## config.mk

```make
export PLATFORM = sky130hd
export DESIGN_NAME = memslot_ctrl
export DESIGN_NICKNAME = d
export VERILOG_FILES = /design/src/rtl/memslot_pkg.sv /design/src/rtl/slot_decoder.sv /design/src/rtl/op_tracker.sv /design/src/rtl/memslot_ctrl.sv
export SDC_FILE = /design/constraint.sdc
export NUM_CORES = 1
export LEC_CHECK = 0
export ABC_AREA = 1
export BUFFER_PORTS_ARGS = -buffer_cell sky130_fd_sc_hd__buf_2
export CORE_MARGIN = 4
export CORE_UTILIZATION = 44
export CTS_CLUSTER_DIAMETER = 80
export DETAILED_ROUTE_END_ITERATION = 12
export GPL_TIMING_DRIVEN = 0
export PLACE_DENSITY = 0.86
export SYNTH_ARGS = -nofsm -noshare
export SYNTH_HDL_FRONTEND = slang
export SYNTH_SLANG_ARGS = --single-unit
```

## constraint.sdc

```tcl
create_clock -name clk -period 2 [get_ports clk]
set_input_delay 0.4 -clock clk [delete_from_list [all_inputs] [get_ports clk]]
set_output_delay 0.4 -clock clk [all_outputs]
set_load 0.01 [all_outputs]
```

## src/rtl/memslot_pkg.sv

```systemverilog
package memslot_pkg;
    localparam int SLOT_W = 8;
    localparam int OP_W   = 2;
    localparam int REG_W  = SLOT_W - OP_W;

    typedef enum logic [OP_W-1:0] {
        OP_NOP   = 2'b00,
        OP_LOAD  = 2'b01,
        OP_STORE = 2'b10,
        OP_SYNC  = 2'b11
    } slot_op_e;

    typedef struct packed {
        logic             issue;
        logic             write;
        logic             is_sync;
        logic             wb_en;
        logic [REG_W-1:0] reg_idx;
    } slot_dec_t;

    typedef struct packed {
        logic             wb_en;
        logic [REG_W-1:0] tag;
    } track_t;
endpackage

```

## src/rtl/slot_decoder.sv

```systemverilog
module slot_decoder
    import memslot_pkg::*;
(
    input  logic [SLOT_W-1:0] code,
    output slot_dec_t         dec
);
    slot_op_e         op;
    logic [REG_W-1:0] ridx;

    always_comb begin
        op   = slot_op_e'(code[SLOT_W-1 -: OP_W]);
        ridx = code[REG_W-1:0];
        dec  = '0;
        dec.reg_idx = ridx;
        case (op)
            OP_LOAD: begin
                dec.issue = 1'b1;
                dec.wb_en = (ridx != '0);
            end
            OP_STORE: begin
                dec.issue = 1'b1;
                dec.write = 1'b1;
            end
            OP_SYNC: dec.is_sync = 1'b1;
            default: dec.issue = (ridx != '0);
        endcase
    end
endmodule

```

## src/rtl/op_tracker.sv

```systemverilog
module op_tracker
    import memslot_pkg::*;
#(
    parameter int DEPTH = 8
) (
    input  logic   clk,
    input  logic   rst_n,
    input  logic   push,
    input  track_t push_ent,
    input  logic   pop,
    output track_t head_ent,
    output logic [$clog2(DEPTH+1)-1:0] count,
    output logic   full
);
    localparam int PW = (DEPTH > 1) ? $clog2(DEPTH) : 1;
    localparam int CW = $clog2(DEPTH+1);

    typedef struct packed {
        track_t [DEPTH-1:0] ent;
        logic   [PW-1:0]    wr;
        logic   [PW-1:0]    rd;
        logic   [CW-1:0]    cnt;
    } state_t;

    state_t st_d, st_q;

    always_comb begin
        st_d = st_q;
        if (push) begin
            st_d.ent[st_q.wr] = push_ent;
            st_d.wr = (st_q.wr == PW'(DEPTH-1)) ? '0 : st_q.wr + 1'b1;
        end
        if (pop) begin
            st_d.rd = (st_q.rd == PW'(DEPTH-1)) ? '0 : st_q.rd + 1'b1;
        end
        case ({push, pop})
            2'b10:   st_d.cnt = st_q.cnt + 1'b1;
            2'b01:   st_d.cnt = st_q.cnt - 1'b1;
            default: st_d.cnt = st_q.cnt;
        endcase
    end

    always_ff @(posedge clk) begin
        if (!rst_n) st_q <= '0;
        else        st_q <= st_d;
    end

    assign head_ent = st_q.ent[st_q.rd];
    assign count    = st_q.cnt;
    assign full     = (st_q.cnt == CW'(DEPTH));

    AST_NO_OVERFLOW: assert property (@(posedge clk) disable iff (!rst_n)
        push |-> (st_q.cnt < CW'(DEPTH)));
    AST_NO_UNDERFLOW: assert property (@(posedge clk) disable iff (!rst_n)
        pop |-> (st_q.cnt != '0));
    AST_COUNT_BOUND: assert property (@(posedge clk) disable iff (!rst_n)
        st_q.cnt <= CW'(DEPTH));
endmodule

```

## src/rtl/memslot_ctrl.sv

```systemverilog
module memslot_ctrl
    import memslot_pkg::*;
#(
    parameter int ADDR_W = 16,
    parameter int DATA_W = 32,
    parameter int DEPTH  = 8
) (
    input  logic              clk,
    input  logic              rst_n,
    input  logic              slot_valid,
    input  logic [7:0]        slot_code,
    output logic              slot_ready,
    input  logic [ADDR_W-1:0] opnd_addr,
    input  logic [DATA_W-1:0] opnd_wdata,
    output logic              mem_req_valid,
    input  logic              mem_req_ready,
    output logic              mem_req_write,
    output logic [ADDR_W-1:0] mem_req_addr,
    output logic [DATA_W-1:0] mem_req_wdata,
    input  logic              mem_rsp_valid,
    input  logic [DATA_W-1:0] mem_rsp_rdata,
    output logic              wb_valid,
    output logic [5:0]        wb_reg,
    output logic [DATA_W-1:0] wb_data,
    output logic              stall
);
    localparam int CW = $clog2(DEPTH+1);

    slot_dec_t       dec;
    track_t          head_ent;
    track_t          new_ent;
    logic [CW-1:0]   pending;
    logic            full;
    logic            push;
    logic            drain_done;

    slot_decoder u_dec (
        .code (slot_code),
        .dec  (dec)
    );

    op_tracker #(.DEPTH(DEPTH)) u_trk (
        .clk      (clk),
        .rst_n    (rst_n),
        .push     (push),
        .push_ent (new_ent),
        .pop      (mem_rsp_valid),
        .head_ent (head_ent),
        .count    (pending),
        .full     (full)
    );

    always_comb begin
        drain_done    = (pending == '0) || ((pending == CW'(1)) && mem_rsp_valid);
        mem_req_valid = slot_valid && dec.issue && !full;
        mem_req_write = dec.write;
        mem_req_addr  = opnd_addr;
        mem_req_wdata = opnd_wdata;
        push          = mem_req_valid && mem_req_ready;
        new_ent.wb_en = dec.wb_en;
        new_ent.tag   = dec.reg_idx;
        if (dec.issue)        slot_ready = !full && mem_req_ready;
        else if (dec.is_sync) slot_ready = drain_done;
        else                  slot_ready = 1'b1;
        stall    = slot_valid && dec.is_sync && !drain_done;
        wb_valid = mem_rsp_valid && head_ent.wb_en;
        wb_reg   = head_ent.tag;
        wb_data  = mem_rsp_rdata;
    end

    AST_SYNC_PENDING: assert property (@(posedge clk) disable iff (!rst_n)
        stall |-> (pending != '0));
    AST_WB_NONZERO: assert property (@(posedge clk) disable iff (!rst_n)
        wb_valid |-> (wb_reg != '0));
    AST_REQ_ROOM: assert property (@(posedge clk) disable iff (!rst_n)
        mem_req_valid |-> (pending < CW'(DEPTH)));
    AST_NOP_QUIET: assert property (@(posedge clk) disable iff (!rst_n)
        (slot_valid && slot_code == 8'h00) |-> (!mem_req_valid && slot_ready));
    AST_WB_NEEDS_RSP: assert property (@(posedge clk) disable iff (!rst_n)
        wb_valid |-> mem_rsp_valid);
endmodule

```

==> results of run 1 <==
## routing by layer
layer	part of all wire, %	GRT usage (%)	wire length (um)
met5	0	0	0
met4	2.4	9.95	286
met3	9.8	3.84	1160
met2	51	34.0	6020
met1	37	21.7	4390
## flip-flops by register name, indices dropped and copies added (netlist names)
register,cells
u_trk.count,4
u_trk.st_q,62
## cell usage in the layout (no fill, tap or decap), types with 15 or more instances in the layout
master	netlist	final
inv_1	75	72
nand2_1	130	130
a21oi_1	36	20
buf_4	85	91
nor2_1	133	132
a21oi_2	0	15
buf_2	1	96
dfxtp_1	66	62
o21ai_1	0	16
## cell type report
class | count | share of cell area, %
Multi-Input combinational cell | 386 | 36.7
Sequential cell | 66 | 24.1
Buffer | 111 | 16.6
Timing Repair Buffer | 103 | 9.87
Inverter | 76 | 5.57
Tap cell | 129 | 2.92
Clock buffer | 10 | 2.49
Clock inverter | 6 | 1.61
Timing Repair inverter | 1 | 0.158
## what timing repair did
action | CTS | global route
pin swaps | 17 | 7
gates resized for setup | 69 | 24
endpoints found under the setup margin | 12 | 11
setup buffers | 4 | 1
cloned | 4 | 0
endpoints found under the hold margin | 0 | 0
## stage by stage
step	std cells	instance area, um^2
floorplan	639	4350
global placement	863	4990
detailed placement	863	4990
CTS	887	5470
global route	888	5530
finish	888	5530
## report_power, final
part | internal (mW) | switching, mW | total, mW | leakage [nW]
Combinational | 0.391 | 0.461 | 0.852 | 2.31
Sequential | 1.35 | 0.0435 | 1.40 | 0.536
Clock | 0.738 | 0.570 | 1.31 | 0.109
## kinds of logic (layout without fill, tap and decap cells)
logic type / count (synthesis) / count (layout) / synth area share, %
simple gates: 295 / 295 / 30.5
fa+ha+maj: 12 / 12 / 3.46
flops: 66 / 66 / 30.5
buf+inv: 187 / 307 / 26.0
compound gates: 78 / 78 / 9.32
xor+xnor: 1 / 1 / 0.202
## worst max-delay path: stages (launching register included)
cell and delay, ns:
dfxtp_4 0.41, buf_4 0.17, a21oi_2 0.14, o21ai_1 0.10, nand2_1 0.09, nor2_1 0.05
a31oi_1 0.21, buf_2 0.17
## worst min path at each step
stage	to	slack [ns]	cells past startpoint
after CTS	u_trk.st_q[24]	0.33	3
after global routing	u_trk.st_q[31]	0.35	3
after floorplan	u_trk.count[3]	0.44	1
final	u_trk.st_q[24]	0.34	3
after detailed placement	u_trk.count[3]	0.47	1
after global placement	u_trk.count[3]	0.45	1
==> run summary, run 1 <==
Outcome -> finished, violations left
Failing checks -> negative setup slack
Worst setup EP type -> output pin
Mapped Cells -> 639
Yosys top cell by area -> dfxtp_1
Total chip power -> 3.55 mW
Reg2reg end -> u_trk.count[3]
Area of the multi-input gates -> 0.00203 mm^2
R2R Setup Slk -> 0 ns
Final estimated routing congestion in global placement -> 0.864
Initial DRC count -> 419
ANT nets after route -> 0
Final Max Tran Viols -> 0
Nets -> 859
Fill cells -> 805
Row count -> 35
Ports -> 184
Vias in the first global route -> 3,866
Worst R2R Path Depth -> 12
CP max FO -> 7
Peak VDD IR -> 0.525 mV
Max-cap viol count -> 0
DRT Wirelength -> 11.9 mm
Synthesized area per cell -> 6.78 um^2
Final Hold Vio Count -> 0
Critical Path AT -> 1.70 ns
RSZ-0062 raised after global routing -> true
Synth warn -> 0
Mapped Nets -> 744
Largest net degree at the start of global routing -> 13
Place WS -> -0.164 ns
Critical Path Source -> u_trk.st_q[4]
Initial antenna violation count -> 0
Total overflow reported by the global router -> 0
Hold Crit Class -> in -> reg
WS Path Type -> reg -> out
Vias/cell -> 4.79
Core area -> 0.00942 mm^2
Lkg Pwr -> 2.95 nW
Port bufs -> 95
Final setup fails -> 9
Clock Root Buffer -> clkbuf_8
DR vias -> 4,254
TritonRoute pass-1 iters -> 5
Most used DFF post-synth -> dfxtp_1
CTS Sinks -> 66
Final min period -> 2.10 ns
DRC -> 0
Max clock buf depth -> 2
Post-synth top area share -> 30.5%
PwrDens -> 643 mW/mm^2
Ys async rst share -> 0%
Die area -> 0.0115 mm^2
Area growth syn-to-layout -> 27.6%
Chip height -> 107 um
RR Startpoint -> u_trk.count[0]
Utilization after layout -> 58.7%
Seq/Total Area, Yosys -> 30.5%
CTS Buf Count -> 9
Die width -> 107 um
Initial Util -> 46.0%
Total track usage -> 19.2%
Hpwl dp -> 7.82 mm
Synthesized cell area -> 0.00433 mm^2
CTS clock-pin slew for the worst setup and hold paths -> 0.08 ns
Layout cell share with drive strength beyond 1 -> 36.9%
Critical Path Sink -> wb_reg[5]
Hold_buf cts -> 0
Final worst slack -> -0.103 ns
TritonCTS clock tree -> done
Worst setup SP type -> flip-flop
Wire length of the first global-routing pass -> 17.6 mm
#FFs+latches synth -> 66
Routed WL per cell -> 13.4 um
Synth cell count leaders -> nor2_1 (133), nand2_1 (130), buf_4 (85)
Setup tns final -> -0.443 ns
Skew final -> 0.0156 ns
N_diodes -> 0
Yosys cell types -> 30
Hold path start -> slot_code[0]
Tcrit/Tclk final -> 105%
Hold Slack -> 0.339 ns
Slew HR -> 66.4%
Most common cell in the synthesized netlist -> nor2_1
Clk_lat worst skew -> 0.36 ns
CP required -> 1.60 ns
Largest cells by area after synthesis -> dfxtp_1 (30%), buf_4 (15%), nor2_1 (12%), nand2_1 (11%), inv_1 (6.5%)
Reg area -> 0.00133 mm^2
Slew @ Worst Pin -> 0.505 ns
EDFF count, synth -> 0
H-tree depth -> 3
Max Clock Freq -> 0.475 GHz
(Power assumes the default switching activity.)
==> run 2: changes to the inputs <==
Settings changed: CORE_ASPECT_RATIO set to 1.2, RECOVER_POWER set to 25.
==> run 2 against run 1 <==
Net effect:
- the flow still finishes with violations (negative setup slack)
- largest cell class unchanged
- first-iteration DRC count increased by 2.9%
- power increased by 6.5%
- sequential power about the same
- die area about the same
- combinational power increased by 2%
- sequential cell count unchanged
==> run summary, run 2 (synthesis gave the netlist of run 1 again) <==
Placed standard-cell area -> 0.00498 mm^2 (-0.15%)
Max clock buf depth -> 2 (unchanged)
Worst setup SP type -> flip-flop
Fill cells -> 857 (+6.5%)
Commonest non-fill, non-tap cell in the layout -> nor2_1
Tcrit/Tclk final -> 101% (-4.3 points)
Total track usage -> 18.6% (-0.55 points)
Core area -> 0.00956 mm^2 (+1.6%)
Hold Slack -> 0.368 ns (+0.0293 ns)
DRT Wirelength -> 11.9 mm (+0.15%)
CTS Sinks -> 66 (unchanged)
Final Max Tran Viols -> 0 (unchanged)
Hpwl dp -> 8.07 mm (+3.2%)
Lkg Pwr -> 2.89 nW (-2.0%)
Die width -> 98.6 um (-8.1%)
Critical Path Sink -> slot_ready
Hold_buf cts -> 0 (unchanged)
RR Startpoint -> u_trk.count[0]
CP max FO -> 4 (-3)
Slew HR -> 63.4% (-3.0 points)
Slowest CP cell -> or3_4
Clock Root Buffer -> clkbuf_16
Biggest register -> u_trk.st_q
Critical Path Source -> u_trk.count[1]
Most frequent cells in the layout -> nor2_1 (130), nand2_1 (128), buf_4 (96), inv_1 (72), dfxtp_1 (62)
Worst R2R Path Depth -> 13 (+1)
Initial antenna violation count -> 0 (unchanged)
Failing checks -> negative setup slack
TritonCTS clock tree -> done
Final estimated routing congestion in global placement -> 0.873 (+1.0%)
Final setup fails -> 3 (-6)
CTS clock-pin slew for the worst setup and hold paths -> 0.05 ns (-0.03 ns)
Routed WL per cell -> 13.4 um (+0.60%)
Worst path cell trace -> inv_4, ha_4, a21oi_2, or3_4, nand2_4, nand3_2, nand2_1, buf_2
ANT nets after route -> 0 (unchanged)
Max reg flops -> 62 (unchanged)
Outcome -> finished, violations left
Chip height -> 117 um (+8.8%)
Largest net degree at the start of global routing -> 12 (-1)
Clk_lat worst skew -> 0.33 ns (-0.03 ns)
Max-cap viol count -> 0 (unchanged)
Setup tns final -> -0.0230 ns (+0.420 ns)
CP required -> 1.60 ns (about the same)
Initial Util -> 45.3% (-0.72 points)
Reg2reg end -> u_trk.count[3]
Initial DRC count -> 431 (+2.9%)
PwrDens -> 683 mW/mm^2 (+6.3%)
Placed cells -> 857 (-0.70%)
TritonRoute pass-1 iters -> 5 (unchanged)
Worst setup EP type -> output pin
Peak VDD IR -> 0.448 mV (-15%)
Ports -> 184 (unchanged)
Wire length of the first global-routing pass -> 17.2 mm (-2.7%)
Utilization after layout -> 57.9% (-0.80 points)
Total chip power -> 3.79 mW (+6.5%)
Final min period -> 2.02 ns (-0.0860 ns)
Post-route insts no fill -> 884 (-0.45%)
Vias/cell -> 4.74 (-1.2%)
Vias in the first global route -> 3,605 (-6.8%)
Final worst slack -> -0.0173 ns (+0.0860 ns)
H-tree depth -> 3 (unchanged)
WS Path Type -> reg -> out
RSZ-0062 raised after global routing -> true
DRC -> 0 (unchanged)
Max Clock Freq -> 0.496 GHz (+4.3%)
Post-layout instance area -> 0.00554 mm^2 (+0.20%)
Slew @ Worst Pin -> 0.550 ns (+0.0450 ns)
Critical Path AT -> 1.62 ns (-0.08 ns)
R2R Setup Slk -> 0.01 ns (about the same)
Total overflow reported by the global router -> 0 (unchanged)
Port bufs -> 95 (unchanged)
Skew final -> 0.00440 ns (-0.0112 ns)
CTS Buf Count -> 9 (unchanged)
Nets -> 861 (+0.23%)
DR vias -> 4,186 (-1.6%)
N_diodes -> 0 (unchanged)
Layout cell share with drive strength beyond 1 -> 32.1% (-4.8 points)
CP max stage delay -> 0.36 ns (-0.05 ns)
Final Hold Vio Count -> 0 (unchanged)
Hold Crit Class -> in -> reg
Row count -> 39 (+11%)
Area growth syn-to-layout -> 27.8%
Place WS -> -0.228 ns (-0.0642 ns)
Die area -> 0.0115 mm^2 (about the same)
-- run 2: cell types whose count changed in the layout (fill, tap and decap cells not counted), sizes merged --
cell / before / now
buf: 205 / 175
bufinv: 2 / 0
clkbuf: 19 / 54
clkinv: 3 / 2
-- run 2: repair_timing --
action / in CTS / in global routing
cloned: 0 / 1
endpoints found under the setup margin: 13 / 15
buffers inserted: 5 / 5
endpoints found under the hold margin: 0 / 0
gates resized for setup: 50 / 40
pin swaps: 7 / 12
-- run 2: worst max-delay path: cells and delay by family, from the launching register on --
| family | cells | cell delay, ns |
|---|---|---|
| AO/OA/AOI/OAI | 1 | 0.04 |
| adder cells (fa/ha/maj) | 1 | 0.16 |
| buffers and inverters | 2 | 0.21 |
| flip-flops | 1 | 0.33 |
| AND/OR/NAND/NOR | 4 | 0.56 |
-- run 2: power by group --
part           internal, mW  switching, mW  total [mW]
Sequential             1.35         0.0408        1.40
Clock                 0.935          0.583        1.52
Combinational         0.399          0.472       0.871
-- run 2: how the worst min path moves through the flow --
stage | to | depth (start not counted) | slack, ns | startpoint
6_report | u_trk.st_q[14] | 3 | 0.37 | slot_code[4]
3_5_place_dp | u_trk.count[3] | 1 | 0.47 | u_trk.count[3]
3_3_place_gp | u_trk.count[3] | 1 | 0.45 | u_trk.count[3]
5_1_grt | u_trk.st_q[63] | 3 | 0.37 | slot_code[4]
2_1_floorplan | u_trk.count[3] | 1 | 0.44 | u_trk.count[3]
4_1_cts | u_trk.st_q[14] | 3 | 0.36 | slot_code[4]
-- run 2: metal layers --
metal	up-vias	track usage, %	part of all wire [%]
met5	-	0	0
met4	0	8.20	2.9
met3	27	4.66	10
met2	226	33.6	51
met1	1818	20.8	36
li1	2115	-	-
-- run 2: layout make-up --
class                           instances  area [um^2]  area share, %
Buffer                                111          896           16.2
Clock inverter                          4         25.0          0.452
Timing Repair Buffer                  106          533           9.62
Clock buffer                           12          267           4.81
Multi-Input combinational cell        386         2030           36.6
Tap cell                              123          154           2.78
Sequential cell                        66         1330           24.1
Inverter                               76          303           5.47
